<file path="src/rtl/fmt_mcu_pkg.sv">
package fmt_mcu_pkg;

  // output planar format encoding, visible on out_fmt
  typedef enum logic [1:0] {
    OFMT_NONE   = 2'd0,
    OFMT_GREY   = 2'd1,
    OFMT_YUV420 = 2'd2,
    OFMT_YUV422 = 2'd3
  } ofmt_e;

  // recognised packed layout codes
  localparam logic [23:0] LAY_SUB420   = 24'h221111;
  localparam logic [23:0] LAY_SUB422   = 24'h211111;
  localparam logic [23:0] LAY_FULL444  = 24'h111111;
  localparam logic [23:0] LAY_SUB422V  = 24'h121111;
  localparam logic [23:0] LAY_WIDE422  = 24'h412121;
  localparam logic [23:0] LAY_WIDE422V = 24'h222121;
  localparam logic [23:0] LAY_MONO     = 24'h110000;

  typedef enum logic {
    WK_IDLE = 1'b0,
    WK_RUN  = 1'b1
  } walk_st_e;

endpackage

</file>
<file path="src/rtl/fmm_rst_sync.sv">
module fmm_rst_sync (
  input  logic clk,
  input  logic rst_n,
  output logic rst_n_sync
);

  logic [1:0] sync_q;

  // assert at once, release after two clock edges
  always_ff @(posedge clk or negedge rst_n) begin
    if (!rst_n) begin
      sync_q <= 2'b00;
    end else begin
      sync_q <= {sync_q[0], 1'b1};
    end
  end

  assign rst_n_sync = sync_q[1];

endmodule

</file>
<file path="src/rtl/fmt_classifier.sv">
module fmt_classifier
  import fmt_mcu_pkg::*;
(
  input  logic [23:0] code,
  output ofmt_e       fmt,
  output logic        shrink,
  output logic        err
);

  always_comb begin
    fmt    = OFMT_NONE;
    shrink = 1'b0;
    err    = 1'b0;
    case (code)
      LAY_FULL444: begin
        fmt    = OFMT_YUV422;
        shrink = 1'b1;
      end
      LAY_SUB422, LAY_WIDE422: begin
        fmt    = OFMT_YUV422;
      end
      LAY_SUB422V, LAY_WIDE422V: begin
        fmt    = OFMT_YUV420;
        shrink = 1'b1;
      end
      LAY_SUB420: begin
        fmt    = OFMT_YUV420;
      end
      LAY_MONO: begin
        fmt    = OFMT_GREY;
      end
      default: begin
        err    = 1'b1;
      end
    endcase
  end

endmodule

</file>
<file path="src/rtl/mcu_geometry.sv">
module mcu_geometry #(
  parameter int DIM_W = 16,
  parameter int FAC_W = 4
) (
  input  logic [DIM_W-1:0]   pic_w,
  input  logic [DIM_W-1:0]   pic_h,
  input  logic [FAC_W-1:0]   hfac,
  input  logic [FAC_W-1:0]   vfac,
  output logic [DIM_W-1:0]   cols,
  output logic [DIM_W-1:0]   rows,
  output logic [2*DIM_W-1:0] total,
  output logic [2*DIM_W-1:0] units
);

  // wide enough for pic + 2^(2+max factor)
  localparam int EXT_W = DIM_W + (1 << FAC_W) + 3;
  localparam int CNT_W = 2 * DIM_W;

  logic [FAC_W:0]   sh_w, sh_h;
  logic [EXT_W-1:0] span_w, span_h;
  logic [EXT_W-1:0] cols_ext, rows_ext;
  logic [DIM_W:0]   ucol, urow;

  always_comb begin
    sh_w     = {1'b0, hfac} + (FAC_W+1)'(2);
    sh_h     = {1'b0, vfac} + (FAC_W+1)'(2);
    span_w   = EXT_W'(1) << sh_w;
    span_h   = EXT_W'(1) << sh_h;
    cols_ext = (EXT_W'(pic_w) + span_w - EXT_W'(1)) >> sh_w;
    rows_ext = (EXT_W'(pic_h) + span_h - EXT_W'(1)) >> sh_h;
  end

  assign cols  = cols_ext[DIM_W-1:0];
  assign rows  = rows_ext[DIM_W-1:0];
  assign total = CNT_W'(cols) * CNT_W'(rows);

  always_comb begin
    ucol = ({1'b0, pic_w} + (DIM_W+1)'(7)) >> 3;
    urow = ({1'b0, pic_h} + (DIM_W+1)'(7)) >> 3;
  end

  assign units = CNT_W'(ucol) * CNT_W'(urow);

endmodule

</file>
<file path="src/rtl/memb_walker.sv">
module memb_walker
  import fmt_mcu_pkg::*;
#(
  parameter int SLOTS = 10,
  parameter int QW    = 8
) (
  input  logic                  clk,
  input  logic                  rst_n,
  input  logic                  go,
  input  logic [1:0]            ncomp,
  input  logic [3:0][QW-1:0]    quota,
  input  logic [QW+1:0]         blk_total,
  output logic                  busy,
  output logic                  done,
  output logic [3*SLOTS-1:0]    slots
);

  localparam int IDX_W  = (SLOTS > 1) ? $clog2(SLOTS) : 1;
  localparam int TOT_W  = QW + 2;
  localparam int SLOT_B = 3 * SLOTS;
  localparam logic [IDX_W-1:0] LAST_IDX = IDX_W'(SLOTS - 1);

  walk_st_e          st_q, st_n;
  logic [IDX_W-1:0]  idx_q, idx_n;
  logic [1:0]        comp_q, comp_n;
  logic [QW-1:0]     blk_q, blk_n;
  logic [SLOT_B-1:0] slots_q, slots_n;
  logic              done_q, done_n;
  logic [QW-1:0]     blk_inc;
  logic [2:0]        slot_val;
  logic              slot_used;

  // next-state process
  always_comb begin
    st_n      = st_q;
    idx_n     = idx_q;
    comp_n    = comp_q;
    blk_n     = blk_q;
    slots_n   = slots_q;
    done_n    = 1'b0;
    blk_inc   = blk_q + QW'(1);
    slot_used = (TOT_W'(idx_q) < blk_total) && (comp_q < ncomp);
    slot_val  = 3'b111;
    case (st_q)
      WK_IDLE: begin
        if (go) begin
          st_n    = WK_RUN;
          idx_n   = '0;
          comp_n  = '0;
          blk_n   = '0;
          slots_n = '1;
        end
      end
      WK_RUN: begin
        if (slot_used) begin
          slot_val = {1'b1, comp_q};
          if (blk_inc == quota[comp_q]) begin
            comp_n = comp_q + 2'd1;
            blk_n  = '0;
          end else begin
            blk_n  = blk_inc;
          end
        end
        slots_n[3*int'(idx_q) +: 3] = slot_val;
        if (idx_q == LAST_IDX) begin
          st_n   = WK_IDLE;
          done_n = 1'b1;
        end else begin
          idx_n  = idx_q + IDX_W'(1);
        end
      end
      default: begin
        st_n = WK_IDLE;
      end
    endcase
  end

  // register process
  always_ff @(posedge clk or negedge rst_n) begin
    if (!rst_n) begin
      st_q    <= WK_IDLE;
      idx_q   <= '0;
      comp_q  <= '0;
      blk_q   <= '0;
      slots_q <= '1;
      done_q  <= 1'b0;
    end else begin
      st_q    <= st_n;
      idx_q   <= idx_n;
      comp_q  <= comp_n;
      blk_q   <= blk_n;
      slots_q <= slots_n;
      done_q  <= done_n;
    end
  end

  assign busy  = (st_q == WK_RUN);
  assign done  = done_q;
  assign slots = slots_q;

endmodule

</file>
<file path="src/rtl/fmt_mcu_mapper.sv">
module fmt_mcu_mapper
  import fmt_mcu_pkg::*;
#(
  parameter int DIM_W = 16,
  parameter int FAC_W = 4,
  parameter int SLOTS = 10
) (
  input  logic                   clk,
  input  logic                   rst_n,
  input  logic                   start,
  input  logic [1:0]             ncomp,
  input  logic [FAC_W-1:0]       hfac_y,
  input  logic [FAC_W-1:0]       vfac_y,
  input  logic [FAC_W-1:0]       hfac_u,
  input  logic [FAC_W-1:0]       vfac_u,
  input  logic [FAC_W-1:0]       hfac_v,
  input  logic [FAC_W-1:0]       vfac_v,
  input  logic [DIM_W-1:0]       pic_w,
  input  logic [DIM_W-1:0]       pic_h,
  output logic                   busy,
  output logic                   done,
  output logic [6*FAC_W-1:0]     fmt_code,
  output logic                   fmt_err,
  output logic [1:0]             out_fmt,
  output logic                   cshrink,
  output logic [DIM_W-1:0]       mcu_cols,
  output logic [DIM_W-1:0]       mcu_rows,
  output logic [2*DIM_W-1:0]     mcu_total,
  output logic [2*DIM_W-1:0]     unit_total,
  output logic [11:0]            samp_word,
  output logic [3*SLOTS+1:0]     memb_word
);

  localparam int NCOMP_MAX = 3;
  localparam int QW        = 2 * FAC_W;
  localparam int TOT_W     = QW + 2;
  localparam int SLOT_B    = 3 * SLOTS;
  localparam logic [SLOT_B-1:0] MONO_SLOTS = {{(SLOTS-1){3'b111}}, 3'b100};

  logic rst_n_sync;

  fmm_rst_sync u_rst_sync (
    .clk        (clk),
    .rst_n      (rst_n),
    .rst_n_sync (rst_n_sync)
  );

  // latched configuration
  logic [1:0]                          ncomp_q, ncomp_n;
  logic [NCOMP_MAX-1:0][FAC_W-1:0]     hf_q, hf_n, vf_q, vf_n;
  logic [DIM_W-1:0]                    pw_q, pw_n, ph_q, ph_n;
  logic                                take;

  assign take = start & ~busy;

  always_comb begin
    ncomp_n = ncomp_q;
    hf_n    = hf_q;
    vf_n    = vf_q;
    pw_n    = pw_q;
    ph_n    = ph_q;
    if (take) begin
      ncomp_n = ncomp;
      hf_n    = {hfac_v, hfac_u, hfac_y};
      vf_n    = {vfac_v, vfac_u, vfac_y};
      pw_n    = pic_w;
      ph_n    = pic_h;
    end
  end

  always_ff @(posedge clk or negedge rst_n_sync) begin
    if (!rst_n_sync) begin
      ncomp_q <= '0;
      hf_q    <= '0;
      vf_q    <= '0;
      pw_q    <= '0;
      ph_q    <= '0;
    end else begin
      ncomp_q <= ncomp_n;
      hf_q    <= hf_n;
      vf_q    <= vf_n;
      pw_q    <= pw_n;
      ph_q    <= ph_n;
    end
  end

  // layout code and classification
  assign fmt_code = {hf_q[0], vf_q[0], hf_q[1], vf_q[1], hf_q[2], vf_q[2]};

  ofmt_e cls_fmt;

  fmt_classifier u_cls (
    .code   (fmt_code),
    .fmt    (cls_fmt),
    .shrink (cshrink),
    .err    (fmt_err)
  );

  assign out_fmt = cls_fmt;

  // MCU grid
  mcu_geometry #(
    .DIM_W (DIM_W),
    .FAC_W (FAC_W)
  ) u_geo (
    .pic_w (pw_q),
    .pic_h (ph_q),
    .hfac  (hf_q[0]),
    .vfac  (vf_q[0]),
    .cols  (mcu_cols),
    .rows  (mcu_rows),
    .total (mcu_total),
    .units (unit_total)
  );

  // per-component quotas and factor nibbles
  logic [3:0][QW-1:0]         quota;
  logic [NCOMP_MAX-1:0][3:0]  nib;
  logic [TOT_W-1:0]           blk_total;

  for (genvar g = 0; g < NCOMP_MAX; g++) begin : g_comp
    logic [FAC_W-1:0] hm1, vm1;
    assign quota[g] = QW'(hf_q[g]) * QW'(vf_q[g]);
    assign hm1      = hf_q[g] - FAC_W'(1);
    assign vm1      = vf_q[g] - FAC_W'(1);
    assign nib[g]   = {hm1[1:0], vm1[1:0]};
  end
  assign quota[3] = '0;

  always_comb begin
    blk_total = '0;
    for (int i = 0; i < NCOMP_MAX; i++) begin
      if (2'(i) < ncomp_q) begin
        blk_total = blk_total + TOT_W'(quota[i]);
      end
    end
  end

  logic mono;
  assign mono      = (ncomp_q == 2'd1);
  assign samp_word = mono ? 12'h000 : {nib[0], nib[1], nib[2]};

  // membership walk
  logic [SLOT_B-1:0] walk_slots;

  memb_walker #(
    .SLOTS (SLOTS),
    .QW    (QW)
  ) u_walk (
    .clk       (clk),
    .rst_n     (rst_n_sync),
    .go        (take),
    .ncomp     (ncomp_q),
    .quota     (quota),
    .blk_total (blk_total),
    .busy      (busy),
    .done      (done),
    .slots     (walk_slots)
  );

  assign memb_word = {mono, 1'b1, (mono ? MONO_SLOTS : walk_slots)};

endmodule

</file>
<file path="config.mk">
export PLATFORM = sky130hd
export DESIGN_NAME = fmt_mcu_mapper
export DESIGN_NICKNAME = d
export VERILOG_FILES = /design/src/rtl/fmt_mcu_pkg.sv /design/src/rtl/fmm_rst_sync.sv /design/src/rtl/fmt_classifier.sv /design/src/rtl/mcu_geometry.sv /design/src/rtl/memb_walker.sv /design/src/rtl/fmt_mcu_mapper.sv
export SDC_FILE = /design/constraint.sdc
export NUM_CORES = 2
export LEC_CHECK = 0
export ABC_AREA = 1
export BUFFER_PORTS_ARGS = -buffer_cell sky130_fd_sc_hd__buf_2
export CAP_MARGIN = 10
export CORE_ASPECT_RATIO = 1.75
export CORE_MARGIN = 2
export CORE_UTILIZATION = 60
export CTS_BUF_LIST = sky130_fd_sc_hd__clkbuf_4 sky130_fd_sc_hd__clkbuf_8 sky130_fd_sc_hd__clkbuf_16
export DETAILED_ROUTE_END_ITERATION = 10
export PLACE_DENSITY = 0.8
export SETUP_SLACK_MARGIN = 0.02
export SLEW_MARGIN = 25
export SYNTH_ARGS = -nofsm -noshare
export SYNTH_HDL_FRONTEND = slang
export SYNTH_SLANG_ARGS = --single-unit
</file>
<file path="constraint.sdc">
create_clock -name clk -period 12.3 [get_ports clk]
set_input_delay 0.615 -clock clk [delete_from_list [all_inputs] [get_ports clk]]
set_output_delay 0.615 -clock clk [all_outputs]
set_load 0.02 [all_outputs]
</file>
Word-level counts from Yosys, hierarchy flattened
Cells that the tools add are included.
{"block": "word_totals", "mem_bits_ro": 0, "latchBits": 0, "mem_count": 0, "output_inout_bits": 170, "mem_bits_rw": 0, "wordCells": 109, "register_bits": 106, "in_bits": 61}
{"block": "op_classes", "bitwise_logic": 2, "n_eq_ne": 14, "order_cmp": 6, "n_addsub": 20, "shift": 6, "mux": 31, "multipliers": 6, "n_reduce_logical": 8, "div_mod_pow": 0}
{"cell": "$eq A24 B21 Y1 const B", "n": 3}
{"cell": "$eq A24 B22 Y1 const B", "n": 3}
{"cell": "$add A16 B35 Y35", "n": 2}
{"cell": "$shl A1 B5 Y35 const A", "n": 2}
{"cell": "$shr A35 B5 Y16", "n": 2}
{"cell": "$sub A35 B1 Y35 const B", "n": 2}
{"cell": "$mux W30", "n": 2}
{"cell": "$pmux W30 S2", "n": 1}
{"cell": "$mux W8", "n": 5}
{"cell": "$add A16 B3 Y17 const B", "n": 2}
{"cell": "$neg A32 Y33", "n": 1}
{"cell": "$shift A3 B33 Y30 const A", "n": 1}
{"cell": "$shiftx A3 B33 Y30", "n": 1}
{"cell": "$mul A16 B16 Y32", "n": 1}
{"cell": "$bwmux W30", "n": 1}
{"cell": "$mul A14 B14 Y28", "n": 1}
{"cell": "$eq A24 B23 Y1 const B", "n": 1}
{"cell": "$mul A4 B4 Y8", "n": 3}
{"cell": "$add A10 B8 Y10", "n": 2}
{"cell": "$mux W10", "n": 2}
{"cell": "$bmux W8 S2", "n": 1}
{"cell": "$pmux W8 S2", "n": 1}
{"cell": "$mux W12", "n": 1}
{"cell": "$sub A2 B1 Y2 const B", "n": 6}
{"cell": "other kinds (29)", "n": 46}

Logic depth before layout (Yosys ltp)
{"block": "depth", "depth_word": 13, "depth_mapped": 56, "depth_no_buf": 53}

Cells and area by module
Synthesis repeated with hierarchy kept, for this count alone.
{"block": "unflattened", "cells_unflattened": 4667, "area_unflattened_um2": 31257.5}
{"mod": "mcu_geometry", "seq_area_each_um2": 0.0, "area_per_inst_um2": 23157.2, "cells_each": 3497, "instances": 1}
{"mod": "fmt_mcu_mapper", "seq_area_each_um2": 1451.4, "area_per_inst_um2": 4879.7, "cells_each": 697, "instances": 1}
{"mod": "memb_walker", "seq_area_each_um2": 1188.6, "area_per_inst_um2": 2753.9, "cells_each": 383, "instances": 1}
{"mod": "fmt_classifier", "seq_area_each_um2": 0.0, "area_per_inst_um2": 412.9, "cells_each": 87, "instances": 1}
{"mod": "fmm_rst_sync", "seq_area_each_um2": 50.0, "area_per_inst_um2": 53.8, "cells_each": 3, "instances": 1}

Least setup slack after synthesis
Ideal clock, no wire load.
{"block": "synth_timing", "path_type": "register to output", "startpoint": "register hf_q, in the netlist fmt_code[21]", "endpoint": "output mcu_total[27]", "t_arrival_ns": 8.917, "path_stages_with_launch": 46, "setup_slack_ns": 2.768, "n_path_buf": 3, "required_time_ns": 11.685, "path_cell_list": "dfrtp_1 -> buf_4 -> inv_1 -> clkbuf_1 -> buf_1 -> ha_1 -> inv_1 -> nor2_1 -> nand3_1 -> ha_1 -> fa_1 -> inv_1 -> nand3_1 -> nand2_1 -> nand2_1 -> nand2_1 -> nand2_1 -> nand2_1 -> [10 not listed] -> fa_1 -> inv_1 -> fa_1 -> fa_1 -> fa_1 -> inv_1 -> fa_1 -> inv_1 -> ha_1 -> nand2_1 -> nor2_1 -> inv_1 -> o21ai_1 -> a21oi_1 -> o21ai_1 -> nand2_1 -> nand2_1 -> xor2_1"}
{"block": "synth_via", "elab_chain_len": 6}
{"element": "start: declaration", "line_no": "fmt_mcu_mapper.sv:50", "rtl": "logic [NCOMP_MAX-1:0][FAC_W-1:0] hf_q, hf_n, vf_q, vf_n;"}
{"element": "start signal: assignment", "line_no": "fmt_mcu_mapper.sv:80", "rtl": "hf_q <= hf_n;"}
{"element": "$add A4 B2 Y5 *", "line_no": "mcu_geometry.sv:25", "rtl": "sh_w = {1'b0, hfac} + (FAC_W+1)'(2);"}
{"element": "$shl A1 B5 Y35", "line_no": "mcu_geometry.sv:27", "rtl": "span_w = EXT_W'(1) << sh_w;"}
{"element": "$add A16 B35 Y35", "line_no": "mcu_geometry.sv:29", "rtl": "cols_ext = (EXT_W'(pic_w) + span_w - EXT_W'(1)) >> sh_w;"}
{"element": "$sub A35 B1 Y35", "line_no": "mcu_geometry.sv:29"}
{"element": "$shr A35 B5 Y16 *", "line_no": "mcu_geometry.sv:29"}
{"element": "via mcu_cols[0]", "line_no": "fmt_mcu_mapper.sv:26", "rtl": "output logic [DIM_W-1:0] mcu_cols,"}
{"element": "$mul A16 B16 Y32 *", "line_no": "mcu_geometry.sv:35", "rtl": "assign total = CNT_W'(cols) * CNT_W'(rows);"}
{"element": "end: declaration", "line_no": "fmt_mcu_mapper.sv:28", "rtl": "output logic [2*DIM_W-1:0] mcu_total,"}
Mark *: on every way through the listed nets, which the timed path passes. The rest lies on a longest branch.

Worst setup path after layout
{"block": "layout_timing", "startpoint": "register hf_q, in the netlist fmt_code[21]", "endpoint": "output mcu_total[26]"}
{"block": "layout_via", "elab_chain_len": 6}
{"element": "$add A4 B2 Y5 *", "line_no": "mcu_geometry.sv:25"}
{"element": "$shl A1 B5 Y35", "line_no": "mcu_geometry.sv:27"}
{"element": "$add A16 B35 Y35", "line_no": "mcu_geometry.sv:29"}
{"element": "$sub A35 B1 Y35", "line_no": "mcu_geometry.sv:29"}
{"element": "$shr A35 B5 Y16 *", "line_no": "mcu_geometry.sv:29"}
{"element": "$mul A16 B16 Y32 *", "line_no": "mcu_geometry.sv:35"}
Mark *: on every way between the ends. The rest lies on a longest branch, timed or not.

==> impl_metrics.ini <==
[layout]
areaGrowthSynthToFinish_pct = 5.862
num-nets-final = 5349
layout.filler_cells = 4750
seq_area_um2 = 2694
drive_above_1_share = 0.1056
multiInputGateArea_um2 = 23870

[critical_path]
cpLargestDelayFamily = adder cells
worstPathMaxFanout = 27
critical_path_required_ps = 11690
critical_path_buf_inv_count = 9
critical_path.max_stage_delay_ps = 650
setup.worst_path.class = flop to primary output
endpoint_kind = primary output
kind_of_launch_point_of_the_worst_setup_path = flop
worstPathArrival_ps = 10820
timing.critical_path.slowest_stage_cell = sky130_fd_sc_hd__dfrtp_1
setup.reg_to_reg.worst_slack_ps = 5880

[placement]
dp_hpwl_um = 79230
finalWeightedCongestion = 1.081
port-buffer-count = 225

[drt]
detail_route.vias_per_cell = 5.625
drt-wirelength-per-cell_um = 17.92
route.detailed.drc = 0
first_pass_iters = 7
totalWireLength_um = 93940
drt.antenna.violating_nets = 0
drt-initial-drc-count = 1986
via_count = 29480

[global_route]
grt_first_pass_wirelength_um = 149900
first_global_vias = 30280
number_of_antenna_violations_at_the_first_check_in_global_routing = 2
groute.usage.overall = 0.3590
grt_overflow = 0
pin_count_of_the_biggest_net_entering_global_routing = 94

[synthesis]
synth_largest_area_cell = sky130_fd_sc_hd__fa_1
synth_top_cells_by_count = 988 x sky130_fd_sc_hd__nand2_1, 865 x sky130_fd_sc_hd__inv_1, 415 x sky130_fd_sc_hd__nor2_1
post_synthesis_mux_area_share = 0.0003268
post_synthesis_cell_type_count = 57
yosys-top-cells-area = sky130_fd_sc_hd__fa_1 23%, sky130_fd_sc_hd__ha_1 15%, sky130_fd_sc_hd__nand2_1 12%, sky130_fd_sc_hd__inv_1 11%, sky130_fd_sc_hd__dfrtp_1 6.2%
synthesis.area_um2 = 30630
number_of_enable_type_register_cells_in_the_synthesized_netlist = 0
synthCells = 4429
syn-mean-instance-area_um2 = 6.915
postSynth.asyncResetShare = 1.000
combinational_family_with_the_most_area_after_synthesis = adder cells
synth-simple-area-share = 0.2877
synth_compound_area_frac = 0.07692
synth_most_common_cell = sky130_fd_sc_hd__nand2_1
postSynthRegisterBits = 106
yosys.area_share.xor_xnor = 0.03317
synth-seq-area-share = 0.08783
synth_fa_ha_area_frac = 0.3802
fraction_of_post_synthesis_cell_area_in_the_top_cell_type_by_area = 0.2294
synthFlopType = sky130_fd_sc_hd__dfrtp_1
ys.warnings.count = 0

[sta]
worst_slew_pin_slew_ps = 990.7
rsz0062_at_grt = false
finalCritPeriodShare = 0.9295
finalHoldViolations = 0
slew-limit-headroom = 0.3388
final.min_clock_period_ps = 11430
finalSetupViolCount = 0
skew_ps = 22.57
fmax_ghz = 0.08747
final_max_slew_viol_count = 0
timing.setup.tns_ps = 0

[floorplanning]
die_outline_area_um2 = 52940
pin_count = 231
initial_core_util = 0.6070
die_x_um = 174.8
chipHeight_um = 302.9
fp-row-count = 109
area_inside_the_core_boundary_um2 = 50460

[clock_tree]
post_cts.repair.setup_buffers = 0
worst_skew_pair.late_latency_ps = 400
cts_buffer_depth = 2
cts-buffers-inserted = 9
worst_setup_hold_path_clk_slew_ps = 100
tritoncts = built
clkSinkCount = 106
cts.root.buffer_cell = sky130_fd_sc_hd__clkbuf_16
h-tree-depth = 3

[min_path]
min_delay_worst_type = flop to flop

[job]
max-cap-violations = 0

[outcome]
outcome = complete, no violations
worst paths after layout:
path,startpoint,end,depth (start not counted)
worst max-delay path,fmt_code[21]$_DFFE_PN0P_,mcu_total[26],41
worst min-delay path,u_rst_sync.sync_q[0]$_DFF_PN0_,u_rst_sync.sync_q[1]$_DFF_PN0_,0
worst max register to register,fmt_code[21]$_DFFE_PN0P_,u_walk.blk_q[7]$_DFFE_PN0P_,26
worst min register to register,u_rst_sync.sync_q[0]$_DFF_PN0_,u_rst_sync.sync_q[1]$_DFF_PN0_,0
max in group asynchronous,u_rst_sync.sync_q[1]$_DFF_PN0_,fmt_code[14]$_DFFE_PN0P_,1
min in group asynchronous,u_rst_sync.sync_q[1]$_DFF_PN0_,pw_q[11]$_DFFE_PN0P_,0
worst reg2reg max path, cell delays in order (launching register included):
cell and delay, ps:
sky130_fd_sc_hd__dfrtp_1 650, sky130_fd_sc_hd__buf_4 420, sky130_fd_sc_hd__nand2_1 140, sky130_fd_sc_hd__fa_1 510, sky130_fd_sc_hd__fa_1 550, sky130_fd_sc_hd__fa_1 480, sky130_fd_sc_hd__xor2_1 400, sky130_fd_sc_hd__nor2_1 120
sky130_fd_sc_hd__ha_1 360, sky130_fd_sc_hd__xnor2_1 190, sky130_fd_sc_hd__nand2_1 60, sky130_fd_sc_hd__o21ai_0 270, sky130_fd_sc_hd__inv_1 110, sky130_fd_sc_hd__ha_1 340, sky130_fd_sc_hd__inv_1 90, sky130_fd_sc_hd__o21ai_0 80
sky130_fd_sc_hd__a21oi_1 210, sky130_fd_sc_hd__nand2_1 70, sky130_fd_sc_hd__nand2_1 60, sky130_fd_sc_hd__o21ai_0 70, sky130_fd_sc_hd__a21boi_0 140, sky130_fd_sc_hd__nand3_1 110, sky130_fd_sc_hd__nand2_1 120, sky130_fd_sc_hd__o21ai_2 410
sky130_fd_sc_hd__inv_2 180, sky130_fd_sc_hd__nand2_1 110, sky130_fd_sc_hd__nand2_1 60
cell usage in the layout, fill, tap and decap left out, types with 7 or more instances in the layout:
cell,instances
sky130_fd_sc_hd__a31oi_1,17
sky130_fd_sc_hd__a21oi_1,165
sky130_fd_sc_hd__a22oi_1,7
sky130_fd_sc_hd__nand3_2,12
sky130_fd_sc_hd__nand2_1,988
sky130_fd_sc_hd__nand2_2,67
sky130_fd_sc_hd__clkbuf_16,9
sky130_fd_sc_hd__inv_1,865
sky130_fd_sc_hd__dfstp_2,30
sky130_fd_sc_hd__nand3_1,375
sky130_fd_sc_hd__o211ai_1,14
sky130_fd_sc_hd__fa_1,351
sky130_fd_sc_hd__nor3_1,48
sky130_fd_sc_hd__nor2_1,414
sky130_fd_sc_hd__nor4_1,9
sky130_fd_sc_hd__nor2_2,24
sky130_fd_sc_hd__nor2_4,12
sky130_fd_sc_hd__o21ai_0,140
sky130_fd_sc_hd__o21ai_1,20
sky130_fd_sc_hd__buf_4,16
sky130_fd_sc_hd__buf_2,225
sky130_fd_sc_hd__inv_2,36
sky130_fd_sc_hd__clkinv_1,11
sky130_fd_sc_hd__xor2_1,73
sky130_fd_sc_hd__ha_1,369
sky130_fd_sc_hd__dfrtp_1,75
sky130_fd_sc_hd__o21a_1,7
sky130_fd_sc_hd__nand3b_1,16
sky130_fd_sc_hd__nand4_1,23
sky130_fd_sc_hd__or2_2,23
sky130_fd_sc_hd__o21bai_1,11
sky130_fd_sc_hd__a21o_1,13
sky130_fd_sc_hd__xnor2_1,43
state kept, by name, summed over array words and instances (netlist names):
signal             count
fmt_code              24
u_rst_sync.sync_q      2
u_walk.comp_q          2
pw_q                  16
u_walk.done            1
u_walk.idx_q           4
ph_q                  16
u_walk.blk_q           8
u_walk.slots          30
u_walk.busy            1
ncomp_q                2
area by class of cell:
cell class,count,share of cell area
Antenna cell,2,0.0001544
Clock buffer,9,0.006946
Clock inverter,7,0.002817
Inverter,917,0.1064
Multi-Input combinational cell,3292,0.7361
Sequential cell,106,0.08308
Tap cell,666,0.02570
Timing Repair Buffer,242,0.03874
stage by stage:
step / util / worst slack (ps) / area (µm²) / hold WS, ps / instances
6_report: 0.6425 / 867.5 / 32420 / 356.0 / 5241
4_1_cts: 0.6425 / 970.4 / 32420 / 358.1 / 5239
2_1_floorplan: - / 2768 / 30640 / 319.4 / 4433
3_5_place_dp: 0.6360 / 1426 / 32090 / 341.8 / 5222
3_3_place_gp: 0.6360 / 1538 / 32090 / 336.0 / 5222
5_1_grt: 0.6425 / 164.8 / 32420 / 366.8 / 5241
kinds of logic (layout without fill, tap and decap cells):
family	after synthesis	count (layout)
DFF	106	106
xor gates and xnor gates	116	116
other	2	8
AOI/OAI and AO/OA	421	421
buffers and inverters	1035	1175
muxes	1	1
and+or+nand+nor	2028	2028
adders and majority gates	720	720
repair_timing:
action | 4_1_cts | 5_1_grt
gates resized for setup | 0 | 0
hold buffers | 1 | 0
hold endpoints to repair | 2 | 0
routing by layer:
metal,global-route usage,share of wire,vias to the layer above
met1,0.3780,0.34,13730
met2,0.6608,0.51,1318
met4,0.2558,0.084,0
met3,0.04248,0.063,451
met5,0,0,-
li1,-,-,13980
Power is left out: the tool's default activity adds up to more than one toggle a clock period on the data nets, which glitch-free logic cannot reach.
